`src/rtl/mdio_pkg.sv`:
```
package mdio_pkg;
  localparam int FRAME_BITS = 64;
  localparam int TA_START   = 46;
  localparam int DATA_START = 48;

  typedef struct packed {
    logic load;    // accept a command
    logic shift;   // advance to the next frame bit
    logic sample;  // capture one returned data bit
  } dpCtl_t;
endpackage

```
`src/rtl/mdio_ctrl.sv`:
```
module mdio_ctrl
  import mdio_pkg::*;
#(
  parameter int CLK_DIV = 8
) (
  input  logic   clk,
  input  logic   rstN,
  input  logic   regWrEn,
  input  logic   isRead,
  output dpCtl_t ctl,
  output logic   busy,
  output logic   rdValid,
  output logic   mdc,
  output logic   mdioOe
);
  localparam int HALF = CLK_DIV / 2;
  localparam int CW   = (CLK_DIV > 2) ? $clog2(CLK_DIV) : 1;
  localparam int BW   = $clog2(FRAME_BITS);

  logic [CW-1:0] cnt;
  logic [BW-1:0] bitIdx;
  logic          mdcQ;
  logic          lastTick;
  logic          endFrame;

  always_comb begin
    lastTick   = (cnt == CW'(CLK_DIV - 1));
    endFrame   = busy && lastTick && (bitIdx == BW'(FRAME_BITS - 1));
    ctl.load   = regWrEn && !busy;
    ctl.shift  = busy && lastTick;
    ctl.sample = busy && isRead && (cnt == CW'(HALF - 1)) && (bitIdx >= BW'(DATA_START));
    mdioOe     = busy && !(isRead && (bitIdx >= BW'(TA_START)));
    mdc        = mdcQ;
  end

  always_ff @(posedge clk) begin
    if (!rstN) begin
      busy    <= 1'b0;
      rdValid <= 1'b0;
      cnt     <= '0;
      bitIdx  <= '0;
      mdcQ    <= 1'b0;
    end else if (ctl.load) begin
      busy    <= 1'b1;
      rdValid <= 1'b0;
      cnt     <= '0;
      bitIdx  <= '0;
      mdcQ    <= 1'b0;
    end else if (busy) begin
      cnt <= lastTick ? '0 : cnt + 1'b1;
      if (cnt == CW'(HALF - 1)) mdcQ <= 1'b1;
      else if (lastTick)        mdcQ <= 1'b0;
      if (lastTick) bitIdx <= bitIdx + 1'b1;
      if (endFrame) begin
        busy    <= 1'b0;
        rdValid <= isRead;
      end
    end
  end
endmodule

```
`src/rtl/mdio_dp.sv`:
```
module mdio_dp
  import mdio_pkg::*;
(
  input  logic        clk,
  input  logic        rstN,
  input  dpCtl_t      ctl,
  input  logic [31:0] wrData,
  input  logic        mdioIn,
  output logic        frameBit,
  output logic        isRead,
  output logic [10:0] cmdFields,
  output logic [15:0] dataWord
);
  logic [FRAME_BITS-1:0] shreg;
  logic [FRAME_BITS-1:0] frameNext;
  logic                  rdOp;

  always_comb begin
    rdOp      = wrData[26];
    frameNext = {32'hFFFF_FFFF, 2'b01,
                 rdOp ? 2'b10 : 2'b01,
                 wrData[20:16], wrData[25:21],
                 rdOp ? 2'b11 : 2'b10,
                 rdOp ? 16'hFFFF : wrData[15:0]};
    frameBit  = shreg[FRAME_BITS-1];
    isRead    = cmdFields[10];
  end

  always_ff @(posedge clk) begin
    if (!rstN) begin
      shreg     <= '1;
      cmdFields <= '0;
      dataWord  <= '0;
    end else if (ctl.load) begin
      shreg     <= frameNext;
      cmdFields <= wrData[26:16];
      dataWord  <= wrData[15:0];
    end else begin
      if (ctl.shift)  shreg    <= {shreg[FRAME_BITS-2:0], 1'b1};
      if (ctl.sample) dataWord <= {dataWord[14:0], mdioIn};
    end
  end
endmodule

```
`src/rtl/mdio_cmd_ctl.sv`:
```
module mdio_cmd_ctl
  import mdio_pkg::*;
#(
  parameter int CLK_DIV = 8
) (
  input  logic        clk,
  input  logic        rstN,
  input  logic        regWrEn,
  input  logic [31:0] regWrData,
  output logic [31:0] regRdData,
  output logic        mdc,
  output logic        mdioOut,
  output logic        mdioOe,
  input  logic        mdioIn
);
  dpCtl_t      ctl;
  logic        busy;
  logic        rdValid;
  logic        isRead;
  logic [10:0] cmdFields;
  logic [15:0] dataWord;

  mdio_ctrl #(.CLK_DIV(CLK_DIV)) u_ctrl (
    .clk(clk), .rstN(rstN), .regWrEn(regWrEn), .isRead(isRead),
    .ctl(ctl), .busy(busy), .rdValid(rdValid), .mdc(mdc), .mdioOe(mdioOe)
  );

  mdio_dp u_dp (
    .clk(clk), .rstN(rstN), .ctl(ctl), .wrData(regWrData), .mdioIn(mdioIn),
    .frameBit(mdioOut), .isRead(isRead), .cmdFields(cmdFields), .dataWord(dataWord)
  );

  assign regRdData = {3'b000, busy, rdValid, cmdFields, dataWord};
endmodule

```
`config.mk`:
```
export PLATFORM = sky130hd
export DESIGN_NAME = mdio_cmd_ctl
export DESIGN_NICKNAME = d
export VERILOG_FILES = /design/src/rtl/mdio_pkg.sv /design/src/rtl/mdio_ctrl.sv /design/src/rtl/mdio_dp.sv /design/src/rtl/mdio_cmd_ctl.sv
export SDC_FILE = /design/constraint.sdc
export NUM_CORES = 1
export LEC_CHECK = 0
export CORE_MARGIN = 2
export CORE_UTILIZATION = 47
export CTS_CLUSTER_SIZE = 30
export DETAILED_ROUTE_END_ITERATION = 10
export PLACE_DENSITY = 0.72
export SYNTH_ARGS = -nofsm -noshare
export SYNTH_HDL_FRONTEND = slang
export SYNTH_SLANG_ARGS = --single-unit
export TNS_END_PERCENT = 5
```
`constraint.sdc`:
```
create_clock -name clk -period 1.6 [get_ports clk]
set_input_delay 0.32 -clock clk [delete_from_list [all_inputs] [get_ports clk]]
set_output_delay 0.32 -clock clk [all_outputs]
set_load 0.03 [all_outputs]
```
-- Word-level counts from Yosys, hierarchy flattened
Cells that the tools add are included.
- bits in registers: 103
- output and inout bits: 35
- word-level logic and storage cells: 47
- add/sub/neg operators: 2
- magnitude comparators: 2
- equality and inequality tests: 3
- mux-type cells: 13
- bitwise gates (word level): 1
- reduce and logical (&&, ||, !) cells: 17
- operators with widths (cell ; count):
    $mux W32 ; 2
    $mux W16 ; 3
    $ge A6 B6 Y1 const B ; 2
    $logic_and A1 B1 Y1 ; 8
    $add A6 B1 Y6 const B ; 1
    $eq A6 B6 Y1 const B ; 1
    $mux W1 ; 6
    $reduce_and A2 Y1 ; 3
    $reduce_bool A2 Y1 ; 3
    $add A3 B1 Y3 const B ; 1
    $eq A3 B2 Y1 const B ; 1
    $eq A3 B3 Y1 const B ; 1
    $mux W3 ; 1
    $logic_not A1 Y1 ; 2
    $mux W2 ; 1
    $reduce_or A2 Y1 ; 1
    $not A1 Y1 ; 1

-- Longest topological paths before layout
- word-level depth: 6
- mapped depth: 9
- mapped depth without buffers: 5

-- Hierarchy
Synthesis repeated with hierarchy kept, for this count alone.
- cells, all modules: 403
- area, all modules: 4364.2 um2
- modules (own cells, without submodules) (module ; times used ; cells an instance ; area each (um2) ; sequential area each (um2)):
    mdio_dp ; 1 ; 331 ; 3763.6 ; 1821.7
    mdio_ctrl ; 1 ; 66 ; 559.3 ; 240.2
    mdio_cmd_ctl ; 1 ; 6 ; 41.3 ; 0.0

-- Worst setup path after synthesis
Ideal clock, no wire load.
- kind: register -> output
- start point: reg u_ctrl.bitIdx[0]
- end point: out mdioOe
- arrival time: 1271 ps
- data required time: 1280 ps
- slack: 9 ps
- cell stages (with the launch flop): 6
- buffers on the path: 0
- path through: dfxtp_1 inv_1 ha_1 nor2_1 o21bai_1 a31oi_1
- cells in the longest elaborated chain, start to end: 4
- ends and longest elaborated chain (item ; RTL line ; RTL):
    start, declared ; mdio_ctrl.sv:21 ; logic [BW-1:0] bitIdx;
    start signal, assigned ; mdio_ctrl.sv:53 ; if (lastTick) bitIdx <= bitIdx + 1'b1;
    $ge A6 B6 Y1 ; mdio_ctrl.sv:32 ; mdioOe = busy && !(isRead && (bitIdx >= BW'(TA_START)));
    $logic_and A1 B1 Y1 ; mdio_ctrl.sv:32 ;
    $logic_not A1 Y1 ; mdio_ctrl.sv:32 ;
    $logic_and A1 B1 Y1 ; mdio_ctrl.sv:32 ;
    end, declared ; mdio_cmd_ctl.sv:13 ; output logic mdioOe,
No other way between the ends.

-- Worst setup path in the final report
Ends and elaborated chain as after synthesis.

==> impl_summary.txt <==
----------------------------------------------------
[Run status]
  Run status ... finished, violations left
  Failing checks ... setup timing

[Timing]
  Finish-stage setup viols ... 1
  Final Max Tran Viols ... 0
  Final critical-path share of the clock period ... 113%
  Maximum achievable frequency ... 0.555 GHz
  Min Tclk post-route ... 1.80 ns
  Worst Skew ... 0.0103 ns
  Setup repair after global routing missed its margin ... yes
  Number of hold-slack violations in the final timing report ... 0
  Worst Slack Setup Final ... -0.202 ns

[Worst setup path]
  Register-to-register path setup slack ... 0.10 ns
  Max stage delay on crit path ... 0.34 ns
  Arr. time, crit path ... 1.48 ns
  Top Family by Delay on Critical Path ... flip-flops
  Critical path endpoint ... mdioOe
  Ordered cell list for the critical path ... inv_2 > ha_2 > nor2_2 > o21bai_1 > a31oi_1 > buf_4
  Crit path required time ... 1.28 ns
  Reg2reg end ... u_dp.dataWord[12]
  FF-to-FF path depth ... 7
  Library cell contributing the largest single delay on the critical path ... dfxtp_2
  Critical path peak fanout ... 2
  R2r startpoint ... u_ctrl.cnt[1]
  Buffer and inverter count on the worst path ... 2
  Worst path depth ... 6
  Origin of the worst setup path ... u_ctrl.bitIdx[0]
  Launching element type of the critical path ... flip-flop
  Type of the worst setup path ... flip-flop to output port
  Sort of element at the end of the critical path ... output port

[Placed design]
  PortBufs ... 62
  HPWL reported at the end of detailed placement ... 5900 um
  Placed Instance Area ... 0.00489 mm2
  Routability cong. ... 0.796
  Inst Count DP ... 644

[Cells and area]
  Most frequent cells in the layout ... 131 x nand2_1, 98 x dfxtp_1, 51 x nand3_1, 37 x o21ai_0, 30 x clkdlybuf4s50_1
  Signed area change from the synthesized netlist to the final layout ... 22.6%
  Number of diodes ... 0
  Final nets ... 589
  Ratio of cells with drive above 1 in the final layout ... 11.4%
  Final std cells w/o fill ... 661
  Commonest non-fill, non-tap cell in the layout ... nand2_1
  Summed area of non-filler cells in the final layout ... 0.00515 mm2

[Die]
  Die height ... 98.6 um
  Boundary pin count ... 71
  Area of the die ... 0.00971 mm2
  Standard cell core area ... 0.00868 mm2
  Width of the die ... 98.6 um
  Initial Util ... 48.4%
  Floorplan row count ... 34

[Global routing]
  First-pass GRT wire length ... 15100 um
  Initial antenna violation count ... 0
  All-Layer GR Usage ... 18.6%
  Vias in the first global route ... 3357
  Overflow left after global routing ... 0
  Pin count of the biggest net entering global routing ... 36

[Logic synthesis]
  Share of the synthesized netlist area taken by xor and xnor gates ... 0.417%
  Cell Area, Synth ... 0.00420 mm2
  Count of yosys warnings during synthesis ... 0
  Synthesized-area fraction occupied by ao, oa, aoi and oai cells ... 16.7%
  Count of different cell masters after synthesis ... 35
  Number of enable-type register cells in the synthesized netlist ... 0
  Leading register cell type out of synthesis ... dfxtp_1
  Number of standard cells after synthesis ... 497
  Simple logic cell fraction of the synthesized area ... 22.9%
  Mean instance size in the synthesized netlist ... 8.45 um2
  Flip-flop and latch count after synthesis ... 103
  Fraction of registers with async set/reset ... 0%
  Combinational family with the most area after synthesis ... simple AND/OR/NAND/NOR gates
  Sequential element share of the synthesized area ... 49.1%
  Adder-Cell Fraction of Synth Area ... 1.49%
  Mux cell area share after synthesis ... 0.238%

[Power and ir drop]
  Total power divided by cell area ... 1020 mW/mm2
  Proportion of power drawn by combinational gates ... 12.1%
  Flop pwr share ... 52.2%
  Lkg Pwr ... 2.20 nW
  Sw Ratio ... 25.9%
  Part of the total power dissipated in the clock network ... 35.7%
  NetSw ... 0.00136 W
  Cell Int Power ... 0.00389 W
  Worst supply voltage drop on vdd ... 616 uV

[Clock tree]
  CTS Root Cell ... clkbuf_8
  Clock buffer count from CTS ... 9
  Register clock-pin slew on the reported worst setup and hold paths ... 0.10 ns
  CTS tree ... done
  Clock Sinks ... 103
  Max clock buf depth ... 2
  Number of levels in the clock H-tree ... 3
  Skew-Pair Late Insertion Delay ... 0.37 ns
  Hold-fix buffer count after cts ... 0

[Routing]
  Vias ... 3603
  Initial DRT Pass Iterations ... 5
  Count of routing violations after the opening detailed-route iteration ... 186
  Total DRC errors in the routed layout ... 0
  Vias per cell ... 5.45
  DR WL/cell ... 13.5 um
  DRT Wirelength ... 8930 um
  Count of nets left with antenna violations after detail routing ... 0

[Job]
  Max-cap check violation count ... 0

[Worst hold path]
  Path category of the worst min-delay check ... flip-flop to flip-flop
  Hold Startpoint ... u_dp.cmdFields[3]

----------------------------------------------------
worst min-delay path by stage:
stage | endpoint | slack, ns | cells past startpoint
2_1_floorplan | u_dp.shreg[33] | 0.44 | 2
5_1_grt | u_dp.cmdFields[3] | 0.48 | 2
4_1_cts | u_dp.shreg[35] | 0.46 | 2
3_5_place_dp | u_dp.cmdFields[3] | 0.45 | 2
6_report | u_dp.cmdFields[3] | 0.46 | 2
3_3_place_gp | u_dp.cmdFields[9] | 0.44 | 2
power by group through the flow:
stage	combinational (W)	sequential (W)	clock (W)
after floorplan	0.000332	0.00287	0
after global placement	0.000654	0.00280	0
after detailed placement	0.000666	0.00280	0
after CTS	0.000640	0.00274	0.00191
after global routing	0.000695	0.00276	0.00200
final	0.000637	0.00274	0.00187
cells in the mapped netlist (2+ instances only):
| cell | instances | area, um2 |
|---|---|---|
| dfxtp_1 | 103 | 2060 |
| nand2_1 | 131 | 492 |
| buf_2 | 13 | 65.1 |
| clkbuf_1 | 8 | 30.0 |
| a31oi_1 | 17 | 106 |
| ha_1 | 5 | 62.6 |
| and4_1 | 2 | 17.5 |
| nor2_1 | 8 | 30.0 |
| xnor2_1 | 2 | 17.5 |
| or3_1 | 3 | 18.8 |
| buf_6 | 17 | 191 |
| o21ai_0 | 38 | 190 |
| nor3_1 | 3 | 15.0 |
| buf_4 | 10 | 75.1 |
| inv_1 | 5 | 18.8 |
| a21boi_1 | 11 | 82.6 |
| a22oi_1 | 19 | 143 |
| a21oi_1 | 23 | 115 |
| nand3_1 | 51 | 255 |
| nand4_1 | 12 | 75.1 |
| and2_1 | 2 | 12.5 |
metrics by stage:
stage                     hold slack [ns]  setup TNS, ns  worst slack, ns  util, %  power [W]
after floorplan                     0.438              0          0.00902        -    0.00320
after global placement              0.444          -2.58          -0.0658     56.4    0.00345
after detailed placement            0.448          -4.24           -0.120     56.4    0.00346
after CTS                           0.461         -0.198           -0.198     59.1    0.00529
after global routing                0.483         -0.247           -0.238     59.3    0.00546
final                               0.457         -0.202           -0.202     59.3    0.00525
per-layer routing:
| layer | GRT usage (%) | vias up | wire length, um |
|---|---|---|---|
| met5 | 0 | - | 0 |
| met3 | 3.55 | 15 | 399 |
| li1 | - | 1798 | - |
| met2 | 30.5 | 96 | 4250 |
| met1 | 24.4 | 1694 | 4120 |
| met4 | 7.48 | 0 | 163 |
area by class of cell:
cell class                      count  area (um2)
Inverter                            5        18.8
Clock inverter                      6         103
Fill cell                         781        3530
Multi-Input combinational cell    343        1810
Sequential cell                   103        2070
Timing Repair Buffer               86         873
Clock buffer                       10         138
Tap cell                          108         135
worst register-to-register path, cell delays in order, from the launching register on:
cell and delay, ns:
dfxtp_2 0.36, ha_4 0.16, ha_2 0.18, buf_4 0.11
nand4_1 0.15, buf_6 0.20, o21ai_0 0.16, a21oi_1 0.08
logic make-up (layout without fill, tap and decap cells):
kind of cell    after synthesis  after routing
other cells                   1              3
xor+xnor                      2              2
flops                       103            103
fa+ha+maj                     5              5
mux                           1              1
simple gates                218            218
buf+inv                      53            107
compound gates              114            114
sequential cells by signal, summed over array words and instances (netlist names):
| name | flops |
|---|---|
| u_dp.dataWord | 16 |
| u_ctrl.rdValid | 1 |
| u_ctrl.busy | 1 |
| u_dp.cmdFields | 11 |
| u_dp.shreg | 64 |
| u_ctrl.mdc | 1 |
| u_ctrl.cnt | 3 |
| u_ctrl.bitIdx | 6 |
repair_timing:
item	4_1_cts	5_1_grt
buffers inserted	1	0
endpoints found under the setup margin	50	19
pin swaps	1	4
gates resized for setup	38	8
Power figures use the tool's default switching activity.
